`config.mk`:
```
export PLATFORM = sky130hd
export DESIGN_NAME = period_tick_timer
export DESIGN_NICKNAME = d
export VERILOG_FILES = /design/src/rtl/tmr_pkg.sv /design/src/rtl/tmr_period_reg.sv /design/src/rtl/tmr_ctrl_dec.sv /design/src/rtl/tmr_down_cnt.sv /design/src/rtl/period_tick_timer.sv
export SDC_FILE = /design/constraint.sdc
export NUM_CORES = 1
export LEC_CHECK = 0
export BUFFER_PORTS_ARGS = -buffer_cell sky130_fd_sc_hd__buf_2
export CAP_MARGIN = 20
export CORE_UTILIZATION = 45
export DETAILED_ROUTE_END_ITERATION = 10
export GPL_ROUTABILITY_DRIVEN = 0
export PLACE_DENSITY_LB_ADDON = 0.3
export SYNTH_ARGS = -nofsm -noshare
export SYNTH_HDL_FRONTEND = slang
export SYNTH_SLANG_ARGS = --single-unit
```
`constraint.sdc`:
```
create_clock -name clk -period 6.9 [get_ports clk]
set_input_delay 0.69 -clock clk [delete_from_list [all_inputs] [get_ports clk]]
set_output_delay 0.69 -clock clk [all_outputs]
set_load 0.1 [all_outputs]
```
`src/rtl/tmr_pkg.sv`:
```
package tmr_pkg;
   typedef enum logic [1:0] {
      TMR_STOP     = 2'b00,
      TMR_RESTART  = 2'b01,
      TMR_STOP_ALT = 2'b10,
      TMR_RESUME   = 2'b11
   } tmr_ctrl_e;
endpackage

```
`src/rtl/tmr_period_reg.sv`:
```
module tmr_period_reg #(
   parameter int CNT_W = 32
) (
   input  logic             clk,
   input  logic             rst_n,
   input  logic             we,
   input  logic [CNT_W-1:0] wdata,
   output logic [CNT_W-1:0] reload_o
);
   logic [CNT_W-1:0] period_q;
   logic [CNT_W-1:0] newest;

   always_ff @(posedge clk or negedge rst_n) begin
      if (!rst_n)  period_q <= '0;
      else if (we) period_q <= wdata;
   end

   // Newest value wins, so a write on the same edge as a load is honoured.
   assign newest   = we ? wdata : period_q;
   // A zero period is treated as one: the reload saturates at zero.
   assign reload_o = (newest == '0) ? '0 : newest - 1'b1;
endmodule

```
`src/rtl/tmr_ctrl_dec.sv`:
```
module tmr_ctrl_dec
   import tmr_pkg::*;
(
   input  logic       clk,
   input  logic       rst_n,
   input  logic       we,
   input  logic [1:0] wdata,
   output logic       en_o,
   output logic       load_o,
   output logic       run_o
);
   tmr_ctrl_e code;
   logic      en_q;

   assign code = tmr_ctrl_e'(wdata);

   always_ff @(posedge clk or negedge rst_n) begin
      if (!rst_n)  en_q <= 1'b0;
      else if (we) en_q <= wdata[0];
   end

   assign en_o   = en_q;
   assign load_o = we && (code == TMR_RESTART);
   // The count never steps on a control edge, whatever the code.
   assign run_o  = en_q && !we;

   assert_stop_clears_R6: assert property (@(posedge clk) disable iff (!rst_n)
      (we && !wdata[0]) |=> !en_o);
endmodule

```
`src/rtl/tmr_down_cnt.sv`:
```
module tmr_down_cnt #(
   parameter int CNT_W = 32
) (
   input  logic             clk,
   input  logic             rst_n,
   input  logic             load,
   input  logic             run,
   input  logic [CNT_W-1:0] reload,
   output logic             zero_o
);
   logic [CNT_W-1:0] cnt_q;

   always_ff @(posedge clk or negedge rst_n) begin
      if (!rst_n)                   cnt_q <= '0;
      else if (load)                cnt_q <= reload;
      else if (run && cnt_q == '0)  cnt_q <= reload;
      else if (run)                 cnt_q <= cnt_q - 1'b1;
   end

   assign zero_o = (cnt_q == '0);

   assert_load_takes_period_R2: assert property (@(posedge clk) disable iff (!rst_n)
      load |=> cnt_q == $past(reload));
   assert_steps_down_R3: assert property (@(posedge clk) disable iff (!rst_n)
      (run && !load && cnt_q != '0) |=> cnt_q == $past(cnt_q) - 1'b1);
   assert_wraps_to_reload_R4: assert property (@(posedge clk) disable iff (!rst_n)
      (run && !load && cnt_q == '0) |=> cnt_q == $past(reload));
   assert_hold_when_idle_R5: assert property (@(posedge clk) disable iff (!rst_n)
      (!run && !load) |=> $stable(cnt_q));
endmodule

```
`src/rtl/period_tick_timer.sv`:
```
module period_tick_timer #(
   parameter int CNT_W = 32
) (
   input  logic             clk,
   input  logic             rst_n,
   input  logic             period_we,
   input  logic [CNT_W-1:0] period_wdata,
   input  logic             ctrl_we,
   input  logic [1:0]       ctrl_wdata,
   output logic             tick_o
);
   localparam int MIN_W = 2;

   generate
      if (CNT_W < MIN_W) begin : g_bad_width
         $error("period_tick_timer: CNT_W below minimum");
      end
   endgenerate

   logic [CNT_W-1:0] reload;
   logic             en, load, run, zero;

   tmr_period_reg #(.CNT_W(CNT_W)) u_period (
      .clk(clk), .rst_n(rst_n), .we(period_we), .wdata(period_wdata),
      .reload_o(reload));

   tmr_ctrl_dec u_ctrl (
      .clk(clk), .rst_n(rst_n), .we(ctrl_we), .wdata(ctrl_wdata),
      .en_o(en), .load_o(load), .run_o(run));

   tmr_down_cnt #(.CNT_W(CNT_W)) u_cnt (
      .clk(clk), .rst_n(rst_n), .load(load), .run(run), .reload(reload),
      .zero_o(zero));

   assign tick_o = en && zero;

   assert_quiet_after_stop_R6: assert property (@(posedge clk) disable iff (!rst_n)
      (ctrl_we && !ctrl_wdata[0]) |=> !tick_o);
   assert_zero_period_fires_R7: assert property (@(posedge clk) disable iff (!rst_n)
      (ctrl_we && ctrl_wdata == 2'b01 && period_we && period_wdata == '0) |=> tick_o);
   assert_restart_fresh_R8: assert property (@(posedge clk) disable iff (!rst_n)
      (ctrl_we && ctrl_wdata == 2'b01 && period_we && period_wdata > 1) |=> !tick_o);
endmodule

```
==> impl_metrics.env <==
export IMPL_status="complete, but fails checks"
export IMPL_violations="design-rule violations"
export IMPL_wl_mm=10.84
export IMPL_drtIter0Drc=243
export IMPL_coreArea_um2=9196
export IMPL_dpl_cell_area_um2=4481
export IMPL_syn_avg_cell_area_um2=9.136
export IMPL_power_density_nw_per_um2=213.2
export IMPL_peakVddDrop_mv=0.1232
export IMPL_clock_latency_ps=350
export IMPL_fin_nets=536
export IMPL_globalRouteTotalUtil_pct=23.58
export IMPL_critical_path_arrival_ps=4170
export IMPL_rsz0062_at_grt="no"
export IMPL_cts_root_buf="clkbuf_8"
export IMPL_ys_async_sr_fraction_pct=100.0
export IMPL_antenna_cells=0
export IMPL_worst_slew_pin_slew_ps=919.5
export IMPL_hold_ws_ps=527.3
export IMPL_cp_cell_sequence="buf_2 -> buf_4 -> or4b_2 -> a22oi_2 -> nand4_1 -> or2_1 -> o21ai_2 -> o221ai_1 -> a21boi_0"
export IMPL_path_clk_slew_ps=80
export IMPL_htreeDepth=3
export IMPL_skew_ps=7.760
export IMPL_reg2reg_depth=7
export IMPL_min_period_ps=3972
export IMPL_vias=3775
export IMPL_synth_fa_ha_area_share_pct=0.8855
export IMPL_grt_max_degree=66
export IMPL_final_cell_mix="65 x dfrtp_1, 45 x nor2_1, 38 x buf_2"
export IMPL_grt_first_pass_wirelength_mm=18.00
export IMPL_r2r_slack_ps=3890
export IMPL_syn2layout_area_growth_pct=10.21
export IMPL_wl_per_cell_um=17.74
export IMPL_grt_pass1_vias=3557
export IMPL_synth_area_um2=4239
export IMPL_synth_seq_cells=65
export IMPL_finalPower_w=0.0009960
export IMPL_min_period_over_period_pct=57.56
export IMPL_hold_viol=0
export IMPL_ant_nets=0
export IMPL_required_ps=7100
export IMPL_drcViolationCount=2
export IMPL_cts_tree="yes"
export IMPL_dieHeight_um=99.06
export IMPL_relSlewSlack_pct=38.69
export IMPL_synth_edf_count=0
export IMPL_end_kind="register"
export IMPL_muxShareOfSynthArea_pct=8.737
export IMPL_final_setup_tns_ps=0
export IMPL_cts_hold_buf=0
export IMPL_max_stage_delay_ps=720
export IMPL_synth_xor_area_share_pct=4.959
export IMPL_synth_compound_area_share_pct=18.48
export IMPL_cts_resized=0
export IMPL_synth_distinct_cells=72
export IMPL_start_util_pct=46.10
export IMPL_synth_cells=464
export IMPL_dieArea_um2=9812
export IMPL_dp_hpwl_mm=7.871
export IMPL_num_rows=35
export IMPL_cts_buffer_depth=2
export IMPL_io_pins=39
export IMPL_final_max_slew_viol_count=0
export IMPL_drtPass1Iterations=8
export IMPL_port_buffers=38
export IMPL_critPathBufInv=2
export IMPL_cts_setup_buffers=0
export IMPL_layout_commonest_cell="dfrtp_1"
export IMPL_critPathSlowestCell="o21ai_2"
export IMPL_cpLargestDelayFamily="compound AO/OA/AOI/OAI gates"
export IMPL_r2r_end="u_cnt.cnt_q[21]"
export IMPL_fmax_mhz=251.8
export IMPL_synth_nets=505
export IMPL_cp_start_kind="input port"
export IMPL_die_w_um=99.06
export IMPL_grt_overflow=0
export IMPL_drive_above_1_share_pct=20.60
export IMPL_yosys_area_share_simple_pct=24.65
export IMPL_viasPerCell=6.178
export IMPL_numCtsBuffers=9
export IMPL_stdcell_area_um2=4672
export IMPL_criticalPathCategory="input port to register"
export IMPL_antenna_found_initial=0
export IMPL_clock_sinks=65
export IMPL_synth_top_family_by_area="simple AND/OR/NAND/NOR gates"
export IMPL_r2r_start="u_cnt.cnt_q[24]"
export IMPL_p_leak_nw=1.789
export IMPL_cp_max_fo=41
export IMPL_ys_warnings_count=0
export IMPL_final_util_pct=50.80
export IMPL_ys_seq_area_share_pct=38.37
export IMPL_synth_top_flop_cell="dfrtp_1"
export IMPL_hold_class="input port to asynchronous set/reset pin"
export IMPL_setup_violations=0
export IMPL_maxCapViolations=0
## cell usage after synthesis, types with 3 or more instances
master,instances,share of area [%]
buf_4,3,0.53
o221ai_1,4,0.83
or3_1,7,1.0
nor4_1,10,1.5
a22oi_1,5,0.89
nor4b_1,4,0.83
nor3b_1,7,1.2
nor3_1,27,3.2
o211a_1,3,0.71
o21ai_1,6,0.71
xnor2_1,19,3.9
ha_1,3,0.89
o311ai_0,5,1.0
nor2_1,45,4.0
mux2_2,24,6.4
nand4_1,4,0.59
o31ai_1,3,0.53
or2_2,6,0.89
clkbuf_1,9,0.80
buf_2,7,0.83
or4_1,7,1.2
nand3_1,19,2.2
xor2_1,5,1.0
o21ai_0,20,2.4
a31oi_1,5,0.74
inv_1,17,1.5
nand2_1,27,2.4
dfrtp_1,65,38
a21o_1,3,0.53
a32oi_1,5,1.0
o22ai_1,7,1.0
o211ai_1,10,1.8
a21oi_1,20,2.4
mux2i_1,10,2.4
## how the worst max path moves through the flow
stage	slack (ps)	to	cells past startpoint	startpoint
after floorplan	3450	u_cnt.cnt_q[22]	15	period_we
after global placement	2730	u_cnt.cnt_q[1]	9	period_we
after detailed placement	2620	u_cnt.cnt_q[1]	9	period_we
after CTS	2970	u_cnt.cnt_q[1]	9	period_we
after global routing	2690	u_cnt.cnt_q[1]	9	period_we
final	2930	u_cnt.cnt_q[1]	9	period_we
## power breakdown
part           internal, W  leakage [nW]  switching [W]
Clock             0.000151        0.0878       0.000157
Combinational    0.0000844         0.975       0.000118
Sequential        0.000432         0.726      0.0000533
Total             0.000668          1.79       0.000328
## logic make-up (layout without fill, tap and decap cells)
logic type      Yosys count  in the layout
xor+xnor                 24             24
mux                      34             34
fa+ha+maj                 3              3
simple gates            187            187
buf+inv                  37             73
flops                    65             65
compound gates          114            114
## area by class of cell
| type | instances | area, um2 |
|---|---|---|
| Multi-Input combinational cell | 362 | 2446 |
| Timing Repair Buffer | 40 | 205.2 |
| Fill cell | 855 | 4524 |
| Inverter | 17 | 63.81 |
| Clock inverter | 5 | 40.04 |
| Tap cell | 111 | 138.9 |
| Sequential cell | 65 | 1627 |
| Clock buffer | 11 | 151.4 |
## metrics by stage
| step | worst slack, ps | std cells |
|---|---|---|
| after global placement | 2732 | 595 |
| final | 2928 | 611 |
| after global routing | 2686 | 611 |
| after detailed placement | 2618 | 595 |
| after floorplan | 3448 | 464 |
| after CTS | 2974 | 611 |
## registers in the layout (all words and copies together) (netlist names)
name	flops
u_cnt.cnt_q	32
u_period.period_q	32
u_ctrl.en_o	1
## routing by layer
| layer | vias up | global-route usage, % | share of wire, % |
|---|---|---|---|
| li1 | 1814 | - | - |
| met1 | 1794 | 33.29 | 46 |
| met5 | - | 0 | 0 |
| met4 | 0 | 7.240 | 1.0 |
| met2 | 157 | 34.86 | 45 |
| met3 | 10 | 7.092 | 8.2 |
## worst register-to-register path, delay by kind of cell, from the launching register on
kind,cells,cell delay (ps)
simple gates,4,1740
compound gates,3,790
flops,1,410
No activity file was read; power rests on OpenSTA's default activity.
